### config.mk
export PLATFORM = sky130hd
export DESIGN_NAME = spi_master_engine
export DESIGN_NICKNAME = d
export VERILOG_FILES = /design/src/rtl/spim_pkg.sv /design/src/rtl/spim_tick.sv /design/src/rtl/spim_ctrl.sv /design/src/rtl/spim_data.sv /design/src/rtl/spi_master_engine.sv
export SDC_FILE = /design/constraint.sdc
export NUM_CORES = 1
export LEC_CHECK = 0
export ABC_AREA = 1
export CAP_MARGIN = 10
export CORE_MARGIN = 5
export CORE_UTILIZATION = 55
export CTS_CLUSTER_DIAMETER = 50
export DETAILED_ROUTE_END_ITERATION = 7
export HOLD_SLACK_MARGIN = 0.03
export PLACE_DENSITY = 0.9
export SLEW_MARGIN = 25
export SYNTH_ARGS = -nofsm -noshare
export SYNTH_HDL_FRONTEND = slang
export SYNTH_SLANG_ARGS = --single-unit
### constraint.sdc
create_clock -name clk -period 2.4 [get_ports clk]
set_input_delay 0.6 -clock clk [delete_from_list [all_inputs] [get_ports clk]]
set_output_delay 0.6 -clock clk [all_outputs]
set_load 0.01 [all_outputs]
### src/rtl/spim_pkg.sv
package spim_pkg;

    localparam int unsigned MAX_BITS = 16;
    localparam int unsigned LEN_W    = $clog2(MAX_BITS);
    localparam int unsigned DLY_W    = 4;
    localparam int unsigned DIV_W    = 8;
    localparam int unsigned HCNT_W   = DLY_W + 1;

    typedef enum logic [1:0] {
        ST_IDLE,
        ST_LEAD,
        ST_SHIFT,
        ST_TRAIL
    } spim_state_e;

    typedef struct packed {
        logic [LEN_W-1:0] len_m1;
        logic             msb_first;
        logic             three_wire;
        logic             dir_tx;
        logic [DLY_W-1:0] lead;
        logic [DLY_W-1:0] trail;
        logic [DIV_W-1:0] half_div;
    } spim_cfg_t;

    // Position in the word of the idx-th bit on the wire.
    function automatic logic [LEN_W-1:0] wire_pos(
        input logic [LEN_W-1:0] idx,
        input logic [LEN_W-1:0] len_m1,
        input logic             msb
    );
        return msb ? (len_m1 - idx) : idx;
    endfunction

    // A guard of n clock periods plus one half period, counted in half periods.
    function automatic logic [HCNT_W-1:0] guard_halves(input logic [DLY_W-1:0] n);
        return {n, 1'b0};
    endfunction

endpackage

### src/rtl/spim_tick.sv
module spim_tick
    import spim_pkg::*;
(
    input  logic             clk,
    input  logic             rst,
    input  logic             run,
    input  logic [DIV_W-1:0] half_div,
    output logic             tick
);
    logic [DIV_W:0] cnt;
    logic [DIV_W:0] limit;

    assign limit = {1'b0, half_div} + 1'b1;
    assign tick  = run && (cnt == limit);

    always_ff @(posedge clk) begin
        if (rst || !run) begin
            cnt <= '0;
        end else if (tick) begin
            cnt <= '0;
        end else begin
            cnt <= cnt + 1'b1;
        end
    end

    // half period never shorter than two module clocks
    assert_tick_spacing_R3: assert property (@(posedge clk) disable iff (rst)
        tick |=> !tick);

endmodule

### src/rtl/spim_ctrl.sv
module spim_ctrl
    import spim_pkg::*;
(
    input  logic             clk,
    input  logic             rst,
    input  logic             start,
    input  logic             tick,
    input  spim_cfg_t        cfg_in,
    output spim_cfg_t        cfg_q,
    output logic             busy,
    output logic             done,
    output logic             sclk,
    output logic             ss_n,
    output logic [LEN_W-1:0] bit_idx,
    output logic             load,
    output logic             sample,
    output logic             advance,
    output logic             finish
);
    spim_state_e       state;
    logic [HCNT_W-1:0] half_cnt;
    logic              lead_end;
    logic              last_bit;

    assign busy     = (state != ST_IDLE);
    assign load     = (state == ST_IDLE) && start;
    assign lead_end = (state == ST_LEAD) && (half_cnt == guard_halves(cfg_q.lead));
    assign last_bit = (bit_idx == cfg_q.len_m1);
    assign sample   = tick && (lead_end || ((state == ST_SHIFT) && !sclk));
    assign advance  = tick && (state == ST_SHIFT) && sclk && !last_bit;
    assign finish   = tick && (state == ST_TRAIL) &&
                      (half_cnt == guard_halves(cfg_q.trail));

    always_ff @(posedge clk) begin
        if (rst) begin
            state    <= ST_IDLE;
            cfg_q    <= '0;
            sclk     <= 1'b0;
            ss_n     <= 1'b1;
            done     <= 1'b0;
            half_cnt <= '0;
            bit_idx  <= '0;
        end else begin
            done <= 1'b0;
            case (state)
                ST_IDLE: begin
                    if (start) begin
                        cfg_q    <= cfg_in;
                        state    <= ST_LEAD;
                        ss_n     <= cfg_in.three_wire;
                        half_cnt <= '0;
                        bit_idx  <= '0;
                    end
                end
                ST_LEAD: begin
                    if (tick) begin
                        if (lead_end) begin
                            state <= ST_SHIFT;
                            sclk  <= 1'b1;
                        end else begin
                            half_cnt <= half_cnt + 1'b1;
                        end
                    end
                end
                ST_SHIFT: begin
                    if (tick) begin
                        if (!sclk) begin
                            sclk <= 1'b1;
                        end else begin
                            sclk <= 1'b0;
                            if (last_bit) begin
                                state    <= ST_TRAIL;
                                half_cnt <= '0;
                            end else begin
                                bit_idx <= bit_idx + 1'b1;
                            end
                        end
                    end
                end
                ST_TRAIL: begin
                    if (tick) begin
                        if (finish) begin
                            state <= ST_IDLE;
                            ss_n  <= 1'b1;
                            done  <= 1'b1;
                        end else begin
                            half_cnt <= half_cnt + 1'b1;
                        end
                    end
                end
                default: state <= ST_IDLE;
            endcase
        end
    end

    assert_idle_quiet_R1: assert property (@(posedge clk) disable iff (rst)
        !busy |-> (!sclk && ss_n));

    assert_cfg_frozen_R2: assert property (@(posedge clk) disable iff (rst)
        (busy && $past(busy)) |-> $stable(cfg_q));

    assert_sclk_rate_R3: assert property (@(posedge clk) disable iff (rst)
        !$stable(sclk) |=> $stable(sclk));

    assert_bit_bound_R6: assert property (@(posedge clk) disable iff (rst)
        busy |-> (bit_idx <= cfg_q.len_m1));

    assert_select_low_R9: assert property (@(posedge clk) disable iff (rst)
        (busy && !cfg_q.three_wire) |-> !ss_n);

    assert_no_select_R10: assert property (@(posedge clk) disable iff (rst)
        (busy && cfg_q.three_wire) |-> ss_n);

    assert_done_pulse_R11: assert property (@(posedge clk) disable iff (rst)
        done |=> !done);

endmodule

### src/rtl/spim_data.sv
module spim_data
    import spim_pkg::*;
(
    input  logic                clk,
    input  logic                rst,
    input  logic                load,
    input  logic                sample,
    input  logic                advance,
    input  logic                finish,
    input  logic                sclk,
    input  logic [MAX_BITS-1:0] tx_word,
    input  logic                miso,
    input  logic [LEN_W-1:0]    len_in,
    input  logic                msb_in,
    input  logic [LEN_W-1:0]    len_q,
    input  logic                msb_q,
    input  logic                discard_rx,
    input  logic [LEN_W-1:0]    bit_idx,
    output logic                mosi_q,
    output logic [MAX_BITS-1:0] rx_word
);
    logic [MAX_BITS-1:0] tx_q;
    logic [MAX_BITS-1:0] rx_acc;
    logic [LEN_W-1:0]    next_pos;
    logic [LEN_W-1:0]    cur_pos;

    assign next_pos = wire_pos(bit_idx + 1'b1, len_q, msb_q);
    assign cur_pos  = wire_pos(bit_idx, len_q, msb_q);

    always_ff @(posedge clk) begin
        if (rst) begin
            tx_q    <= '0;
            rx_acc  <= '0;
            mosi_q  <= 1'b0;
            rx_word <= '0;
        end else begin
            if (load) begin
                tx_q   <= tx_word;
                rx_acc <= '0;
                mosi_q <= tx_word[wire_pos('0, len_in, msb_in)];
            end else if (advance) begin
                mosi_q <= tx_q[next_pos];
            end else if (finish) begin
                mosi_q <= 1'b0;
            end
            if (sample) begin
                rx_acc[cur_pos] <= miso;
            end
            if (finish) begin
                rx_word <= discard_rx ? '0 : rx_acc;
            end
        end
    end

    assert_mosi_hold_R8: assert property (@(posedge clk) disable iff (rst)
        (sclk && $past(sclk)) |-> $stable(mosi_q));

    assert_rx_only_at_end_R11: assert property (@(posedge clk) disable iff (rst)
        !$stable(rx_word) |-> $past(finish));

endmodule

### src/rtl/spi_master_engine.sv
module spi_master_engine
    import spim_pkg::*;
(
    input  logic                clk,
    input  logic                rst,
    input  logic                start,
    input  logic [MAX_BITS-1:0] tx_word,
    input  logic [LEN_W-1:0]    frame_bits_m1,
    input  logic                msb_first,
    input  logic                three_wire,
    input  logic                dir_tx,
    input  logic [DLY_W-1:0]    lead_dly,
    input  logic [DLY_W-1:0]    trail_dly,
    input  logic [DIV_W-1:0]    half_div,
    output logic                busy,
    output logic                done,
    output logic [MAX_BITS-1:0] rx_word,
    output logic                sclk,
    output logic                ss_n,
    output logic                mosi,
    output logic                mosi_oe,
    input  logic                miso
);
    spim_cfg_t        cfg_in;
    spim_cfg_t        cfg_q;
    logic             tick;
    logic [LEN_W-1:0] bit_idx;
    logic             load;
    logic             sample;
    logic             advance;
    logic             finish;
    logic             mosi_q;

    assign cfg_in = '{len_m1:     frame_bits_m1,
                      msb_first:  msb_first,
                      three_wire: three_wire,
                      dir_tx:     dir_tx,
                      lead:       lead_dly,
                      trail:      trail_dly,
                      half_div:   half_div};

    spim_tick u_tick (
        .clk      (clk),
        .rst      (rst),
        .run      (busy),
        .half_div (cfg_q.half_div),
        .tick     (tick)
    );

    spim_ctrl u_ctrl (
        .clk     (clk),
        .rst     (rst),
        .start   (start),
        .tick    (tick),
        .cfg_in  (cfg_in),
        .cfg_q   (cfg_q),
        .busy    (busy),
        .done    (done),
        .sclk    (sclk),
        .ss_n    (ss_n),
        .bit_idx (bit_idx),
        .load    (load),
        .sample  (sample),
        .advance (advance),
        .finish  (finish)
    );

    spim_data u_data (
        .clk        (clk),
        .rst        (rst),
        .load       (load),
        .sample     (sample),
        .advance    (advance),
        .finish     (finish),
        .sclk       (sclk),
        .tx_word    (tx_word),
        .miso       (miso),
        .len_in     (frame_bits_m1),
        .msb_in     (msb_first),
        .len_q      (cfg_q.len_m1),
        .msb_q      (cfg_q.msb_first),
        .discard_rx (cfg_q.three_wire && cfg_q.dir_tx),
        .bit_idx    (bit_idx),
        .mosi_q     (mosi_q),
        .rx_word    (rx_word)
    );

    assign mosi_oe = busy ? (!cfg_q.three_wire || cfg_q.dir_tx) : !three_wire;
    assign mosi    = mosi_oe && mosi_q;

    // a listening frame on the shared line never drives it
    assert_line_released_R10: assert property (@(posedge clk) disable iff (rst)
        (busy && cfg_q.three_wire && !cfg_q.dir_tx) |-> (!mosi_oe && !mosi));

    // a taken start makes the engine busy on the next edge
    assert_start_taken_R4: assert property (@(posedge clk) disable iff (rst)
        (start && !busy) |=> busy);

endmodule

==> out/metrics.cfg <==
[status]
status = finished, final reports clean

[synth]
synth_area_sq_um = 5160
synth.distinct_cells = 35
ys_warn_count = 0
yosysSeqAreaShare_pct = 36.8
synthCells = 782
ys_ff_latch = 95
postSynthAreaPerCell_sq_um = 6.60
synth_nets = 841

[cts]
cts_inserted_buffers = 9
clk_latency_ps = 370
cts_tree = built
cts_sinks = 95
cts.htree.levels = 3
cts_hold_buf = 0
cts_setup_buffers = 0
clk_path_buf_depth = 2
clk_pin_slew_ps = 100
cts_root_buffer = clkbuf_8

[pwr]
powerDensity_nw_per_um2 = 1030
ir_drop_uv = 431
leakage_nw = 2.72

[critical_path]
path_class = reg -> out
arrival_ps = 1670
worst-path-max-fanout = 6
start_kind = register
critPathRequiredTime_ps = 1800
rrSetupSlack_ps = 210
worstPathCellList = inv_1 > ha_4 > inv_2 > clkdlybuf4s50_1
slowest_stage = clkdlybuf4s50_1
cp_slowest_stage_delay_ps = 550
cp_num_buf_inv = 3
cpLargestDelayFamily = buffers and inverters
end_kind = primary output

[run]
maxCapViolations = 0

[timing]
setup_violations = 0
period_needed_ps = 2270
slew_violations = 0
worst_clock_skew_ps = 13.1
fmax_mhz = 441
period_share_pct = 94.4
relSlewSlack_pct = 60.2
grt_setup_unrepaired = no
hold_viol_final = 0
tightest_slew_ps = 595
worst_slack_ps = 134

[drt]
drc = 0
ant_nets = 0
num_vias = 5163
routed_wl_microns = 12700
via_per_inst = 5.38
drtPass1Iterations = 5
drtIter0Drc = 348
wl_per_cell_microns = 13.2

[layout]
fin_util_pct = 67.2
layout.nets = 902
antenna_cells = 0
syn2layout_area_growth_pct = 19.8
nFillCells = 749
finalNonFillerCells = 959
layout-drive-gt1-share_pct = 8.37

[placed_design]
preCtsSetupSlack_ps = -89.1
dp_cells = 943
dp_hpwl_microns = 9230
portBuffers = 64
place_congestion = 0.883

[floorplanning]
ios = 65
start_util_pct = 56.1
die_area_sq_um = 11400
rows = 35
die_h_microns = 107
die_w_microns = 107
fp.coreArea_sq_um = 9200

[global_route]
antenna_found_initial = 0
track_usage_pct = 23.0
grt-ovfl-total = 0
grt_pass1_vias = 4856
grt_max_degree = 36
grt_pass1_wl_microns = 21900

[worst_hold_path]
min_path_type = reg -> reg

==> worst min-delay path, delay by kind of cell (launching register included) <==
kind            cells  cell delay, ps
flops               1             320
simple gates        1              60
compound gates      1              50
==> worst paths after layout <==
kind | cells past startpoint | end | startpoint
worst max register to register | 14 | u_data.mosi_q | u_ctrl.bit_idx[0]
worst min register to register | 2 | u_ctrl.half_cnt[4] | u_ctrl.half_cnt[4]
worst max-delay path | 4 | busy | u_ctrl.state[0]
worst min-delay path | 2 | u_ctrl.half_cnt[4] | u_ctrl.half_cnt[4]
==> through the flow <==
step                hold slack (ps)  total power, mW  setup TNS, ps  area (sq um)
global route                    480             6.90              0          6180
floorplan                       430             4.33              0          5160
CTS                             463             6.25              0          6150
finish                          463             6.34              0          6180
global placement                449             4.99           -131          5940
detailed placement              451             5.10           -202          5940
==> where the power goes <==
part / switching, mW / internal (mW)
registers: 0.246 / 1.84
logic: 1.96 / 1.18
clock network: 0.594 / 0.521
total: 2.80 / 3.54
==> area by class of cell <==
type                            count  area (sq um)  share of cell area, %
Clock buffer                       11           141                   2.29
Timing Repair Buffer               79           751                   12.1
Sequential cell                    95          1910                   30.8
Multi-Input combinational cell    586          2910                   47.1
Tap cell                          111           139                   2.25
Clock inverter                      5          63.8                   1.03
Inverter                           72           270                   4.37
==> flip-flops by register name (all words and copies together), names as in the netlist, 2 cells and up <==
register	count
u_data.rx_word	16
u_tick.cnt	9
u_data.rx_acc	16
u_ctrl.bit_idx	4
u_ctrl.half_cnt	5
u_ctrl.cfg_q	23
u_ctrl.state	2
u_data.tx_q	16
==> cells in the final DEF (no fill, tap or decap), types with 2 or more instances in the layout <==
cell             netlist  routed
nand2_2                5       6
clkdlybuf4s50_1        0      62
xnor2_1                9       9
inv_6                  0       2
nor2_1               116     116
nor2_4                 6       6
dfxtp_2                0       3
ha_4                   0       2
o221ai_1               2       2
nand2_4                3       3
dfxtp_1               95      92
a21oi_1               32      31
dlygate4sd2_1          0       2
nand2_1              208     207
o211ai_1               3       3
fa_1                   2       2
clkinv_1               2       2
xor2_1                 9       9
nand3_1               70      70
nor3_1                 4       4
clkbuf_8               0      10
ha_1                  14      12
buf_4                  1      15
or2_2                  4       4
nand4_1                6       6
inv_2                  3       6
o21ai_1               16      19
nor3b_1                2       2
inv_1                 67      64
nor2_2                 5       5
a31oi_1                2       2
nand3_2                3       3
o21ai_0               60      56
==> synthesized netlist by cell type, drive strengths merged <==
library cell	instances	area share [%]
nand3b	1	0.15
inv	70	5.1
nand2	216	16
o221ai	2	0.34
nor3b	2	0.29
clkbuf	23	1.7
xnor2	9	1.5
or2	4	0.48
a31oi	2	0.24
o211ai	3	0.44
nor2	127	10
nand3	73	7.4
buf	6	0.63
a211oi	1	0.15
dfxtp	95	37
xor2	9	1.5
a21oi	32	3.1
clkinv	2	0.15
o21ai	76	7.4
o21a	1	0.15
nor3	5	0.70
fa	2	0.78
nand4	6	0.73
ha	14	3.4
o22ai	1	0.12
==> per-layer routing <==
layer	wire, microns	up-vias	track usage [%]
li1	-	2627	-
met1	5530	2358	29.8
met2	6230	164	40.0
met3	776	14	3.73
met4	138	0	5.21
met5	0	-	0
==> cells by family (layout without fill, tap and decap cells) <==
group / after synthesis / count (layout) / synth area share, %
AND/OR/NAND/NOR: 434 / 434 / 36.5
AO/OA/AOI/OAI: 118 / 118 / 11.9
buffers and inverters: 101 / 167 / 7.56
flip-flops: 95 / 95 / 36.8
XOR/XNOR: 18 / 18 / 3.05
adder cells (fa/ha/maj): 16 / 16 / 4.17
==> what timing repair did <==
action                     4_1_cts  5_1_grt
setup endpoints to repair        4        4
gates resized for setup          9        9
cloned                           0        0
pin swaps                        0        0
Note: power is estimated with default switching activity, not from simulation.
